$ cat config.mk
export PLATFORM = sky130hd
export DESIGN_NAME = alert_reply_unit
export DESIGN_NICKNAME = d
export VERILOG_FILES = /design/src/rtl/alert_reply_pkg.sv /design/src/rtl/line_sync.sv /design/src/rtl/bus_events.sv /design/src/rtl/reply_engine.sv /design/src/rtl/alert_reply_unit.sv
export SDC_FILE = /design/constraint.sdc
export NUM_CORES = 1
export LEC_CHECK = 0
export BUFFER_PORTS_ARGS = -buffer_cell sky130_fd_sc_hd__buf_2
export CORE_MARGIN = 2
export CORE_UTILIZATION = 57
export CTS_CLUSTER_SIZE = 30
export DETAILED_ROUTE_END_ITERATION = 8
export MAX_ROUTING_LAYER = met4
export PLACE_DENSITY = 0.78
export SLEW_MARGIN = 20
export SYNTH_ARGS = -nofsm -noshare
export SYNTH_HDL_FRONTEND = slang
export SYNTH_SLANG_ARGS = --single-unit
$ cat constraint.sdc
create_clock -name clk -period 1.8 [get_ports clk]
set_input_delay 0.36 -clock clk [delete_from_list [all_inputs] [get_ports clk]]
set_output_delay 0.36 -clock clk [all_outputs]
set_load 0.01 [all_outputs]
$ cat src/rtl/alert_reply_pkg.sv
package alert_reply_pkg;
  typedef enum logic [2:0] {
    ST_IDLE,
    ST_ADDR,
    ST_ACK_ARM,
    ST_ACK_HOLD,
    ST_REPLY,
    ST_DONE
  } rsp_state_t;
endpackage

$ cat src/rtl/line_sync.sv
module line_sync #(
  parameter int STAGES = 2
) (
  input  logic clk,
  input  logic rst_n,
  input  logic d,
  output logic q
);
  logic [STAGES-1:0] chain_q;

  always_ff @(posedge clk or negedge rst_n) begin
    if (!rst_n) chain_q <= '1;
    else        chain_q <= {chain_q[STAGES-2:0], d};
  end

  assign q = chain_q[STAGES-1];
endmodule

$ cat src/rtl/bus_events.sv
module bus_events (
  input  logic clk,
  input  logic rst_n,
  input  logic scl_s,
  input  logic sda_s,
  output logic scl_rise,
  output logic scl_fall,
  output logic start_evt,
  output logic stop_evt
);
  logic scl_q, sda_q;

  always_ff @(posedge clk or negedge rst_n) begin
    if (!rst_n) begin
      scl_q <= 1'b1;
      sda_q <= 1'b1;
    end else begin
      scl_q <= scl_s;
      sda_q <= sda_s;
    end
  end

  assign scl_rise  = scl_s & ~scl_q;
  assign scl_fall  = ~scl_s & scl_q;
  assign start_evt = scl_s & scl_q & sda_q & ~sda_s;
  assign stop_evt  = scl_s & scl_q & ~sda_q & sda_s;
endmodule

$ cat src/rtl/reply_engine.sv
module reply_engine
  import alert_reply_pkg::*;
#(
  parameter int ADDR_W = 7,
  parameter logic [ADDR_W-1:0] RESP_ADDR = 7'b0001100
) (
  input  logic              clk,
  input  logic              rst_n,
  input  logic              scl_lvl,
  input  logic              sda_lvl,
  input  logic              scl_rise,
  input  logic              scl_fall,
  input  logic              start_evt,
  input  logic              stop_evt,
  input  logic [ADDR_W-1:0] own_addr,
  input  logic              alert_pending,
  input  logic              status_high,
  output logic              sda_pull,
  output logic              alert_clear
);
  localparam int WORD_W = ADDR_W + 1;
  localparam int CNT_W  = $clog2(WORD_W);
  localparam logic [CNT_W-1:0] LAST_IDX = CNT_W'(WORD_W - 1);
  localparam logic [WORD_W-1:0] RESP_BYTE = {RESP_ADDR, 1'b1};

  rsp_state_t        st_q;
  logic [CNT_W-1:0]  bit_idx;
  logic [WORD_W-1:0] shift_q;
  logic [WORD_W-1:0] word_q;
  logic              pull_q;
  logic              clear_q;
  logic [WORD_W-1:0] rx_byte;
  logic              lose_now;

  assign rx_byte  = {shift_q[WORD_W-2:0], sda_lvl};
  assign lose_now = word_q[WORD_W-1] & ~sda_lvl;

  always_ff @(posedge clk or negedge rst_n) begin
    if (!rst_n) begin
      st_q    <= ST_IDLE;
      bit_idx <= '0;
      shift_q <= '0;
      word_q  <= '1;
      pull_q  <= 1'b0;
      clear_q <= 1'b0;
    end else begin
      clear_q <= 1'b0;
      if (start_evt) begin
        st_q    <= ST_ADDR;
        bit_idx <= '0;
        pull_q  <= 1'b0;
      end else if (stop_evt) begin
        st_q   <= ST_IDLE;
        pull_q <= 1'b0;
      end else begin
        unique case (st_q)
          ST_ADDR: if (scl_rise) begin
            shift_q <= rx_byte;
            if (bit_idx == LAST_IDX) begin
              bit_idx <= '0;
              st_q    <= (rx_byte == RESP_BYTE && alert_pending) ? ST_ACK_ARM : ST_DONE;
            end else begin
              bit_idx <= bit_idx + 1'b1;
            end
          end
          ST_ACK_ARM: if (scl_fall) begin
            pull_q <= 1'b1;
            st_q   <= ST_ACK_HOLD;
          end
          ST_ACK_HOLD: if (scl_fall) begin
            word_q  <= {own_addr, status_high};
            pull_q  <= ~own_addr[ADDR_W-1];
            bit_idx <= '0;
            st_q    <= ST_REPLY;
          end
          ST_REPLY: begin
            if (scl_rise) begin
              if (lose_now) begin
                st_q <= ST_DONE;
              end else if (bit_idx == LAST_IDX) begin
                clear_q <= 1'b1;
                st_q    <= ST_DONE;
              end else begin
                bit_idx <= bit_idx + 1'b1;
              end
            end else if (scl_fall) begin
              word_q <= {word_q[WORD_W-2:0], 1'b1};
              pull_q <= ~word_q[WORD_W-2];
            end
          end
          ST_DONE: if (scl_fall) pull_q <= 1'b0;
          default: ;
        endcase
      end
    end
  end

  assign sda_pull    = pull_q;
  assign alert_clear = clear_q;

  // the data line drive is held while the clock line stays high
  p_pull_steady_r5: assert property (@(posedge clk) disable iff (!rst_n)
    (scl_lvl && $past(scl_lvl)) |-> $stable(pull_q));

  // clear is a single-cycle pulse
  p_clear_pulse_r7: assert property (@(posedge clk) disable iff (!rst_n)
    clear_q |=> !clear_q);

  // a lost bit never leads to a clear
  p_no_clear_lost_r6: assert property (@(posedge clk) disable iff (!rst_n)
    (st_q == ST_REPLY && scl_rise && lose_now && !start_evt && !stop_evt) |=> !clear_q);

  // without a pending alert the command byte is not acknowledged
  p_ignore_r3: assert property (@(posedge clk) disable iff (!rst_n)
    (st_q == ST_ADDR && scl_rise && bit_idx == LAST_IDX && !alert_pending
     && !start_evt && !stop_evt) |=> (st_q == ST_DONE && !pull_q));

  // STOP releases the line
  p_stop_release_r8: assert property (@(posedge clk) disable iff (!rst_n)
    stop_evt |=> (!pull_q && st_q == ST_IDLE));
endmodule

$ cat src/rtl/alert_reply_unit.sv
module alert_reply_unit #(
  parameter int ADDR_W      = 7,
  parameter int SYNC_STAGES = 2
) (
  input  logic              clk,
  input  logic              rst_n,
  input  logic              scl_in,
  input  logic              sda_in,
  input  logic [ADDR_W-1:0] own_addr,
  input  logic              alert_pending,
  input  logic              status_high,
  output logic              sda_pull,
  output logic              alert_clear
);
  logic scl_s, sda_s;
  logic scl_rise, scl_fall, start_evt, stop_evt;

  line_sync #(.STAGES(SYNC_STAGES)) u_sync_scl (
    .clk(clk), .rst_n(rst_n), .d(scl_in), .q(scl_s));
  line_sync #(.STAGES(SYNC_STAGES)) u_sync_sda (
    .clk(clk), .rst_n(rst_n), .d(sda_in), .q(sda_s));

  bus_events u_events (
    .clk(clk), .rst_n(rst_n), .scl_s(scl_s), .sda_s(sda_s),
    .scl_rise(scl_rise), .scl_fall(scl_fall),
    .start_evt(start_evt), .stop_evt(stop_evt));

  reply_engine #(.ADDR_W(ADDR_W)) u_engine (
    .clk(clk), .rst_n(rst_n),
    .scl_lvl(scl_s), .sda_lvl(sda_s),
    .scl_rise(scl_rise), .scl_fall(scl_fall),
    .start_evt(start_evt), .stop_evt(stop_evt),
    .own_addr(own_addr), .alert_pending(alert_pending),
    .status_high(status_high),
    .sda_pull(sda_pull), .alert_clear(alert_clear));
endmodule

==> summary.txt <==
switching share of power: 34.5%
vias in the first global route: 994
DR DRC count: 0
run status: completed
Final nets: 172
Yosys reg bits: 29
# setup viols final: 0
Die Wd: 54.1 microns
most frequent cells in the layout: 16 x nor2_1, 15 x dfrtp_1, 14 x buf_2, 14 x dfstp_2, 13 x a21oi_1
max_cap viols: 0
io pins: 15
slew of the pin with the lowest slew margin: 0.620 ns
clock group share of total power: 18.4%
Synth cell types: 37
Total Routing Usage GR: 21.5%
Crit path max-delay family: simple AND/OR/NAND/NOR gates
initial antenna violation count: 0
Critical Path RT: 2.02 ns
Setup crit start: u_engine.bit_idx[0]$_DFFE_PN0P_
pwr dens: 1440 nW/um^2
First DRT Iteration DRCs: 7
startpoint of the worst register-to-register path: u_engine.bit_idx[0]$_DFFE_PN0P_
DP Cell Count: 178
YS warnings: 0
Synth-to-Final Area Change: 17.5%
RD Place Congestion: 0.901
fraction of layout cells with a size suffix above 1: 39.5%
Hold WC Path Type: in2async
non-filler cells, final: 187
first-pass GRT wire length: 4210 microns
Mean Syn Cell Area: 11.0 sq um
Worst path max stage delay: 0.41 ns
clk_lat worst skew: 0.33 ns
Cell Rows: 18
detailed-route vias per instance: 5.63
vias: 1053
Switch Pwr: 0.838 mW
IO buf count: 14
Async SR Flop Fraction: 100%
Antenna Cells: 0
Max VDD drop: 1.25 mV
final period utilization: 97.1%
Cell Int Power: 1.59 mW
Max Root-Sink Buffers: 2
type of destination of the critical path: flop
Core Footprint: 2430 sq um
Combinational Power Share: 36.1%
skew final: 0.00525 ns
Die ar.: 2930 sq um
final hold slack: 0.0336 ns
Critical Path AT: 1.97 ns
crit path cell chain: ha_2 > ha_1 > or2_2 > or2_2 > a21oi_2 > a21oi_1
DP HPWL: 1910 microns
CTS buffer count: 5
Clock transition at path regs: 0.09 ns
Flop pwr share: 45.5%
startpoint class of the critical path: flop
Final min period: 1.75 ns
cell leakage power: 0.769 nW
crit path max fanout: 3
initial core utilization: 58.9%
htree depth: 2
clock tree from TritonCTS: yes
Max transition margin: 58.7%
Top FF cell, synth: dfrtp_1
Mapped Cells: 130
CP Buf/Inv Count: 0
most common cell after layout, fill and taps aside: nor2_1
Crit Path Category: reg2reg
Syn Nets: 146
First-pass DRT Iterations: 4
fmax: 572 MHz
sequential area share after synthesis: 51.9%
number of enable flip-flop cells after synthesis: 0
largest net degree at the start of global routing: 30
clock root buffer: clkbuf_4
max-slew violation count: 0
Clock Sink Count: 29
Worst path slowest cell: dfrtp_1
WL final: 2730 microns
Detail Route Antenna Nets: 0
Tot Pwr: 2.43 mW
wire length per cell: 14.6 microns
die height: 54.1 microns
Mapped Area: 1430 sq um
Hold Vio Cnt, Final: 0
most prevalent standard cell on the critical path: or2_2
global route total overflow: 0
==> worst register-to-register path, stage by stage (launching register included) <==
cell and delay [ns]:
dfrtp_1 0.41, ha_2 0.20, ha_1 0.20, or2_2 0.32, or2_2 0.31, a21oi_2 0.12
a21oi_1 0.08
==> kinds of logic (layout without fill, tap and decap cells) <==
kind of cell               after synthesis  in the layout  share of synthesized area, %
adders and majority gates                3              3                          2.62
DFF                                     29             29                          51.9
buffers and inverters                    7             34                          2.44
muxes                                   16             16                          12.1
xor gates and xnor gates                 1              1                         0.611
AOI/OAI and AO/OA                       23             23                          10.3
and+or+nand+nor                         51             51                          20.1
==> registers in the layout, indices dropped and copies added (netlist names) <==
signal                cells
u_engine.word_q           8
u_engine.sda_pull         1
u_engine.st_q             3
u_sync_scl.chain_q        2
u_events.sda_q            1
u_sync_sda.chain_q        2
u_engine.shift_q          7
u_engine.alert_clear      1
u_events.scl_q            1
u_engine.bit_idx          3
==> per-layer routing <==
layer,share of wire (%),vias to the layer above,track usage [%]
met5,0,-,-
met4,1.8,0,8.75
met3,3.3,6,6.67
met2,52,18,36.5
met1,43,514,23.1
li1,-,515,-
==> synth_stat cells (3+ instances only) <==
library cell / count / share of area [%]
mux2_2: 7 / 5.5
nand2b_1: 5 / 2.2
nor2_1: 16 / 4.2
dfrtp_1: 15 / 26
ha_1: 3 / 2.6
nand2_1: 7 / 1.8
nand3_1: 5 / 1.7
mux2i_1: 6 / 4.2
mux2_1: 3 / 2.4
inv_1: 4 / 1.0
a21oi_1: 14 / 4.9
dfstp_2: 14 / 26
==> final timing paths <==
path | cells past startpoint | slack (ns) | endpoint
max | 6 | 0.05 | u_engine.st_q[1]$_DFFE_PN0P_
max in group asynchronous | 1 | 1.35 | u_engine.shift_q[6]$_DFFE_PN0P_
max reg2reg | 6 | 0.05 | u_engine.st_q[1]$_DFFE_PN0P_
min in group clk | 1 | 0.12 | u_sync_scl.chain_q[0]$_DFF_PN1_
min | 1 | 0.03 | u_engine.st_q[1]$_DFFE_PN0P_
min reg2reg | 0 | 0.36 | u_sync_sda.chain_q[1]$_DFF_PN1_
==> power by group through the flow <==
stage	Sequential, mW	Combinational [mW]	Clock, mW
after global routing	1.13	0.970	0.489
after global placement	1.09	0.780	0
after floorplan	1.05	0.652	0
final	1.10	0.876	0.447
after CTS	1.10	0.832	0.460
after detailed placement	1.11	0.827	0
==> per-stage QoR <==
stage	utilization, %	setup TNS [ns]	setup slack [ns]	area, sq um
2_1_floorplan	-	0	0.109	1430
3_3_place_gp	64.7	0	0.0874	1570
3_5_place_dp	64.7	0	0.0335	1570
4_1_cts	67.5	0	0.0112	1640
5_1_grt	69.2	-0.0203	-0.0129	1680
6_report	69.2	0	0.0521	1680
==> layout make-up <==
cell class,count,area (sq um)
flip-flops and latches,29,743
repair buffers,22,138
fillers,176,749
clock inverters,1,5.00
clock buffers,7,65.1
well taps,30,37.5
multi-input cells,94,679
inverters,4,15.0
==> timing repair <==
| item | CTS | global route |
|---|---|---|
| hold buffers | 0 | 0 |
| resized for setup | 0 | 7 |
| setup endpoints to repair | 0 | 11 |
| setup buffers | 0 | 1 |
Note: power is estimated with default switching activity, not from simulation.
